==> config.mk <==
export PLATFORM = sky130hd
export DESIGN_NAME = ext_rst_pulse_gen
export DESIGN_NICKNAME = d
export VERILOG_FILES = /design/src/rtl/rpg_pkg.sv /design/src/rtl/rpg_cfg_reg.sv /design/src/rtl/rpg_timer.sv /design/src/rtl/rpg_drive.sv /design/src/rtl/ext_rst_pulse_gen.sv
export SDC_FILE = /design/constraint.sdc
export NUM_CORES = 1
export LEC_CHECK = 0
export BUFFER_PORTS_ARGS = -buffer_cell sky130_fd_sc_hd__buf_2
export CAP_MARGIN = 20
export CORE_ASPECT_RATIO = 0.75
export CORE_MARGIN = 2
export CORE_UTILIZATION = 40
export DETAILED_ROUTE_END_ITERATION = 16
export PLACE_DENSITY_LB_ADDON = 0.3
export SYNTH_ARGS = -nofsm -noshare
export SYNTH_HDL_FRONTEND = slang
export SYNTH_SLANG_ARGS = --single-unit
==> constraint.sdc <==
create_clock -name clk -period 3.2 [get_ports clk]
set_input_delay 0 -clock clk [delete_from_list [all_inputs] [get_ports clk]]
set_output_delay 0 -clock clk [all_outputs]
set_load 0.03 [all_outputs]
==> src/rtl/rpg_pkg.sv <==
package rpg_pkg;

  localparam logic [7:0] KEY_POL_HIGH = 8'hA5;
  localparam logic [7:0] KEY_POL_LOW  = 8'h5A;
  localparam logic [7:0] KEY_DRV_PP   = 8'hA8;
  localparam logic [7:0] KEY_DRV_OD   = 8'h8A;

  typedef struct packed {
    logic pol_high;
    logic push_pull;
  } mode_t;

  // Next mode after a write whose top byte is key.
  function automatic mode_t apply_key(mode_t cur, logic [7:0] key);
    mode_t nxt;
    nxt = cur;
    case (key)
      KEY_POL_HIGH: nxt.pol_high  = 1'b1;
      KEY_POL_LOW:  nxt.pol_high  = 1'b0;
      KEY_DRV_PP:   nxt.push_pull = 1'b1;
      KEY_DRV_OD:   nxt.push_pull = 1'b0;
      default:      nxt = cur;
    endcase
    return nxt;
  endfunction

  function automatic logic is_key(logic [7:0] key);
    return (key == KEY_POL_HIGH) || (key == KEY_POL_LOW) ||
           (key == KEY_DRV_PP)   || (key == KEY_DRV_OD);
  endfunction

endpackage

==> src/rtl/rpg_cfg_reg.sv <==
module rpg_cfg_reg
  import rpg_pkg::*;
#(
  parameter int          DUR_W     = 20,
  parameter int          ADDR_W    = 8,
  parameter int unsigned CFG_ADDR  = 32'h18,
  parameter int unsigned RESET_DUR = 32'hFF
) (
  input  logic              clk,
  input  logic              rst_n,
  input  logic              wr,
  input  logic [ADDR_W-1:0] addr,
  input  logic [31:0]       wdata,
  output logic [31:0]       rdata,
  output logic              wr_hit,
  output logic [DUR_W-1:0]  dur,
  output mode_t             mode
);

  localparam logic [ADDR_W-1:0] HIT_ADDR = ADDR_W'(CFG_ADDR);
  localparam logic [DUR_W-1:0]  DUR_INIT = DUR_W'(RESET_DUR);

  logic addr_hit;

  assign addr_hit = (addr == HIT_ADDR);
  assign wr_hit   = wr && addr_hit;

  always_ff @(posedge clk or negedge rst_n) begin
    if (!rst_n) begin
      dur  <= DUR_INIT;
      mode <= '0;
    end else if (wr_hit) begin
      dur  <= wdata[DUR_W-1:0];
      mode <= apply_key(mode, wdata[31:24]);
    end
  end

  always_comb begin
    rdata = '0;
    if (addr_hit) begin
      rdata[DUR_W-1:0] = dur;
      rdata[31]        = mode.pol_high;
      rdata[30]        = mode.push_pull;
    end
  end

endmodule

==> src/rtl/rpg_timer.sv <==
module rpg_timer #(
  parameter int DUR_W = 20
) (
  input  logic             clk,
  input  logic             rst_n,
  input  logic             tick,
  input  logic             trigger,
  input  logic [DUR_W-1:0] dur,
  output logic             active,
  output logic             start_evt,
  output logic             end_evt
);

  logic [DUR_W-1:0] remain;

  assign start_evt = trigger && !active;
  assign end_evt   = active && tick && (remain == '0);

  always_ff @(posedge clk or negedge rst_n) begin
    if (!rst_n) begin
      active <= 1'b0;
      remain <= '0;
    end else if (start_evt) begin
      active <= 1'b1;
      remain <= dur;
    end else if (end_evt) begin
      active <= 1'b0;
    end else if (active && tick) begin
      remain <= remain - 1'b1;
    end
  end

endmodule

==> src/rtl/rpg_drive.sv <==
module rpg_drive
  import rpg_pkg::*;
(
  input  logic  active,
  input  mode_t mode,
  output logic  pin,
  output logic  oe
);

  function automatic logic level_of(logic asserted, logic pol_high);
    return asserted ? pol_high : !pol_high;
  endfunction

  assign pin = level_of(active, mode.pol_high);
  assign oe  = mode.push_pull || active;

endmodule

==> src/rtl/ext_rst_pulse_gen.sv <==
module ext_rst_pulse_gen
  import rpg_pkg::*;
#(
  parameter int          DUR_W     = 20,
  parameter int          ADDR_W    = 8,
  parameter int unsigned CFG_ADDR  = 32'h18,
  parameter int unsigned RESET_DUR = 32'hFF
) (
  input  logic              clk,
  input  logic              rst_n,
  input  logic              tick_1us,
  input  logic              trigger,
  input  logic              reg_wr,
  input  logic [ADDR_W-1:0] reg_addr,
  input  logic [31:0]       reg_wdata,
  output logic [31:0]       reg_rdata,
  output logic              rst_pin,
  output logic              rst_oe
);

  logic             cfg_wr_hit;
  logic [DUR_W-1:0] cfg_dur;
  mode_t            cfg_mode;
  logic             mode_pol_high;
  logic             mode_push_pull;
  logic             pulse_active;
  logic             pulse_start;
  logic             pulse_end;

  rpg_cfg_reg #(
    .DUR_W(DUR_W), .ADDR_W(ADDR_W), .CFG_ADDR(CFG_ADDR), .RESET_DUR(RESET_DUR)
  ) u_cfg (
    .clk   (clk),
    .rst_n (rst_n),
    .wr    (reg_wr),
    .addr  (reg_addr),
    .wdata (reg_wdata),
    .rdata (reg_rdata),
    .wr_hit(cfg_wr_hit),
    .dur   (cfg_dur),
    .mode  (cfg_mode)
  );

  assign mode_pol_high  = cfg_mode.pol_high;
  assign mode_push_pull = cfg_mode.push_pull;

  rpg_timer #(.DUR_W(DUR_W)) u_timer (
    .clk      (clk),
    .rst_n    (rst_n),
    .tick     (tick_1us),
    .trigger  (trigger),
    .dur      (cfg_dur),
    .active   (pulse_active),
    .start_evt(pulse_start),
    .end_evt  (pulse_end)
  );

  rpg_drive u_drive (
    .active(pulse_active),
    .mode  (cfg_mode),
    .pin   (rst_pin),
    .oe    (rst_oe)
  );

endmodule

==> results.md <==
* Async SR Flop Fraction at 100%
* Fin crit period at 2.42 ns
* Endpoints failing setup at 0
* Clock root cell: clkbuf_8
* CP Data Required Time at 3.37 ns
* Final ANT Viol Nets at 0
* Register area share after synthesis at 41.9%
* Fin nets at 399
* Worst setup path startpoint: u_timer.remain[4]
* Synthesis Warnings at 0
* DRC at 0
* Share of post-route cells with drive strength above 1 at 32.3%
* Vias in the first global route at 2,266
* DP Area at 2960 sq um
* Slew Limit Fails at 0
* Place WS at 0.798 ns
* Die Y at 73.7 microns
* Critical Path End: u_timer.remain[12]
* RSZ-0062 raised after global routing: false
* Initial antenna violation count at 0
* Die width at 97.0 microns
* Setup crit end kind: flip-flop
* Synthesis-to-finish area growth at 25.9%
* Post-cts sizing count at 0
* Synthesized instance count at 269
* Post-Route WL at 6670 microns
* R2R Path End: u_timer.remain[12]
* Starting DRT DRC Count at 214
* Final instance area at 3260 sq um
* Reg-to-reg slack, setup at 0.78 ns
* GRT overflow at 0
* Hold Crit Class: input port to flip-flop
* Largest net degree at the start of global routing at 44
* H-tree depth at 2
* Final WS setup at 0.784 ns
* Finished Layout Cells at 434
* Placed cell count at 404
* Synth Cell Area at 2590 sq um
* Fmax at 414 MHz
* IO buf count at 64
* Core box area at 6290 sq um
* Worst r2r src: u_timer.remain[4]
* DR pass1 iterations at 4
* Die area at 7150 sq um
* Hold Path Stages at 3
* CTS max path bufs at 2
* Slew HR at 36.9%
* Final TNS setup at 0 ns
* CTS sink cnt at 43
* First-pass GRT wire length at 11,100 microns
* Clock-pin transition on the worst setup and hold timing paths at 0.08 ns
* Critical path fanouts, max at 8
* Status: complete, no violations
* Crit Path Category: flip-flop to flip-flop
* Worst vdd ir at 0.320 mV
* Commonest non-fill, non-tap cell in the layout: buf_2
* Final Wtd Congestion at 0.903
* WL per Instance at 15.4 microns
* Period utilisation layout at 75.5%
* Leak pwr at 1.50 nW
* Netlist cell types at 56
* GRT Total Usage at 19.2%
* Main flop type after synthesis: dfrtp_1
* Hold_ws at 0.0233 ns
* R2r worst-path depth at 5
* Max_cap viols at 0
* Worst-margin pin slew at 0.947 ns
* FP Rows at 25
* DP HPWL at 4680 microns
* # diodes at 0
* Fillers at 589
* Arr. time, crit path at 2.58 ns
* Commonest non-fill, non-tap cells in the layout: buf_2, dfrtp_1, and2_1
* Skew final at 0.0102 ns
* Via count at 2,398
* Number of synthesized flops with an enable pin at 0
* Final Hold Vio Count at 0
* Vias per cell at 5.53
* Worst skew pair latency at 0.30 ns
* Total CTS buffers at 5
* IO Count at 79
* Syn Area/Cell at 9.64 sq um
* Cell Pwr Density at 628 nW/um^2
* Effective utilization at floorplan at 41.2%
* Startpoint Class: flip-flop
* CTS tree: built
* FF+latch count, synth at 43
worst min-delay path by stage:
stage	to	from
floorplan	u_cfg.dur[10]	rst_n
global placement	u_timer.remain[3]	rst_n
detailed placement	u_timer.remain[2]	rst_n
CTS	u_cfg.mode[1]	reg_wdata[31]
global route	u_cfg.mode[1]	reg_wr
finish	u_cfg.mode[1]	reg_wdata[31]
per-stage QoR:
step | util (%) | total power [mW]
5_1_grt | 51.9 | 2.20
3_3_place_gp | 47.1 | 1.67
4_1_cts | 51.9 | 2.05
2_1_floorplan | - | 1.45
6_report | 51.9 | 2.05
3_5_place_dp | 47.1 | 1.68
layout make-up:
type                       count  area [sq um]  share of cell area (%)
multi-input combinational    202          1380                    42.3
sequential                    43          1090                    33.3
timing repair buffer          92           586                    17.9
tap                           81           101                    3.11
clock buffer                   7          76.3                    2.34
inverter                       8          30.0                   0.920
clock inverter                 1          5.00                   0.153
per-layer routing:
metal  up-vias  GRT usage, %  routed length (microns)
li1       1154             -                        -
met5         -             0                        0
met1      1146          28.4                     3250
met3         4          4.38                      501
met4         0          2.66                       22
met2        94          29.6                     2890
Yosys cell counts, types with 6 or more instances:
| cell type | n | area share [%] |
|---|---|---|
| a32oi_1 | 6 | 2.0 |
| and2_1 | 24 | 5.8 |
| buf_4 | 10 | 2.9 |
| clkbuf_1 | 13 | 1.9 |
| dfrtp_1 | 35 | 34 |
| dfstp_2 | 8 | 8.1 |
| inv_1 | 8 | 1.2 |
| mux2_2 | 21 | 9.1 |
| nand2_1 | 15 | 2.2 |
| nor2_1 | 19 | 2.8 |
| nor3_1 | 12 | 2.3 |
| o21ai_0 | 14 | 2.7 |
worst max-delay path: stages, from the launching register on:
cell,delay [ns]
dfrtp_1,0.47
nor4_1,0.55
nand4_1,0.37
o21ai_0,0.54
buf_4,0.27
o21ai_0,0.10
flip-flops by register name (all words and copies together) (netlist names):
| signal | count |
|---|---|
| u_cfg.dur | 20 |
| u_cfg.mode | 2 |
| u_timer.active | 1 |
| u_timer.remain | 20 |
where the power goes:
group          total, mW  leakage [nW]  switching (mW)  internal, mW
clock network      0.335        0.0422           0.182         0.153
registers          0.839         0.542           0.161         0.678
logic              0.876         0.917           0.517         0.359
total               2.05          1.50           0.860          1.19
cell families (layout without fill, tap and decap cells):
group | after synthesis | count (layout) | synth area share [%]
AO/OA/AOI/OAI | 65 | 65 | 19.0
buffers and inverters | 33 | 108 | 6.32
AND/OR/NAND/NOR | 103 | 103 | 22.2
other | 1 | 10 | 0.145
XOR/XNOR | 1 | 1 | 0.338
adder cells (fa/ha/maj) | 2 | 2 | 0.965
multiplexers | 21 | 21 | 9.12
flip-flops | 43 | 43 | 41.9
timing repair:
item	CTS	global route
buffers inserted	0	0
hold endpoints to repair	57	0
hold buffers	22	0
No activity file was read; power rests on OpenSTA's default activity.
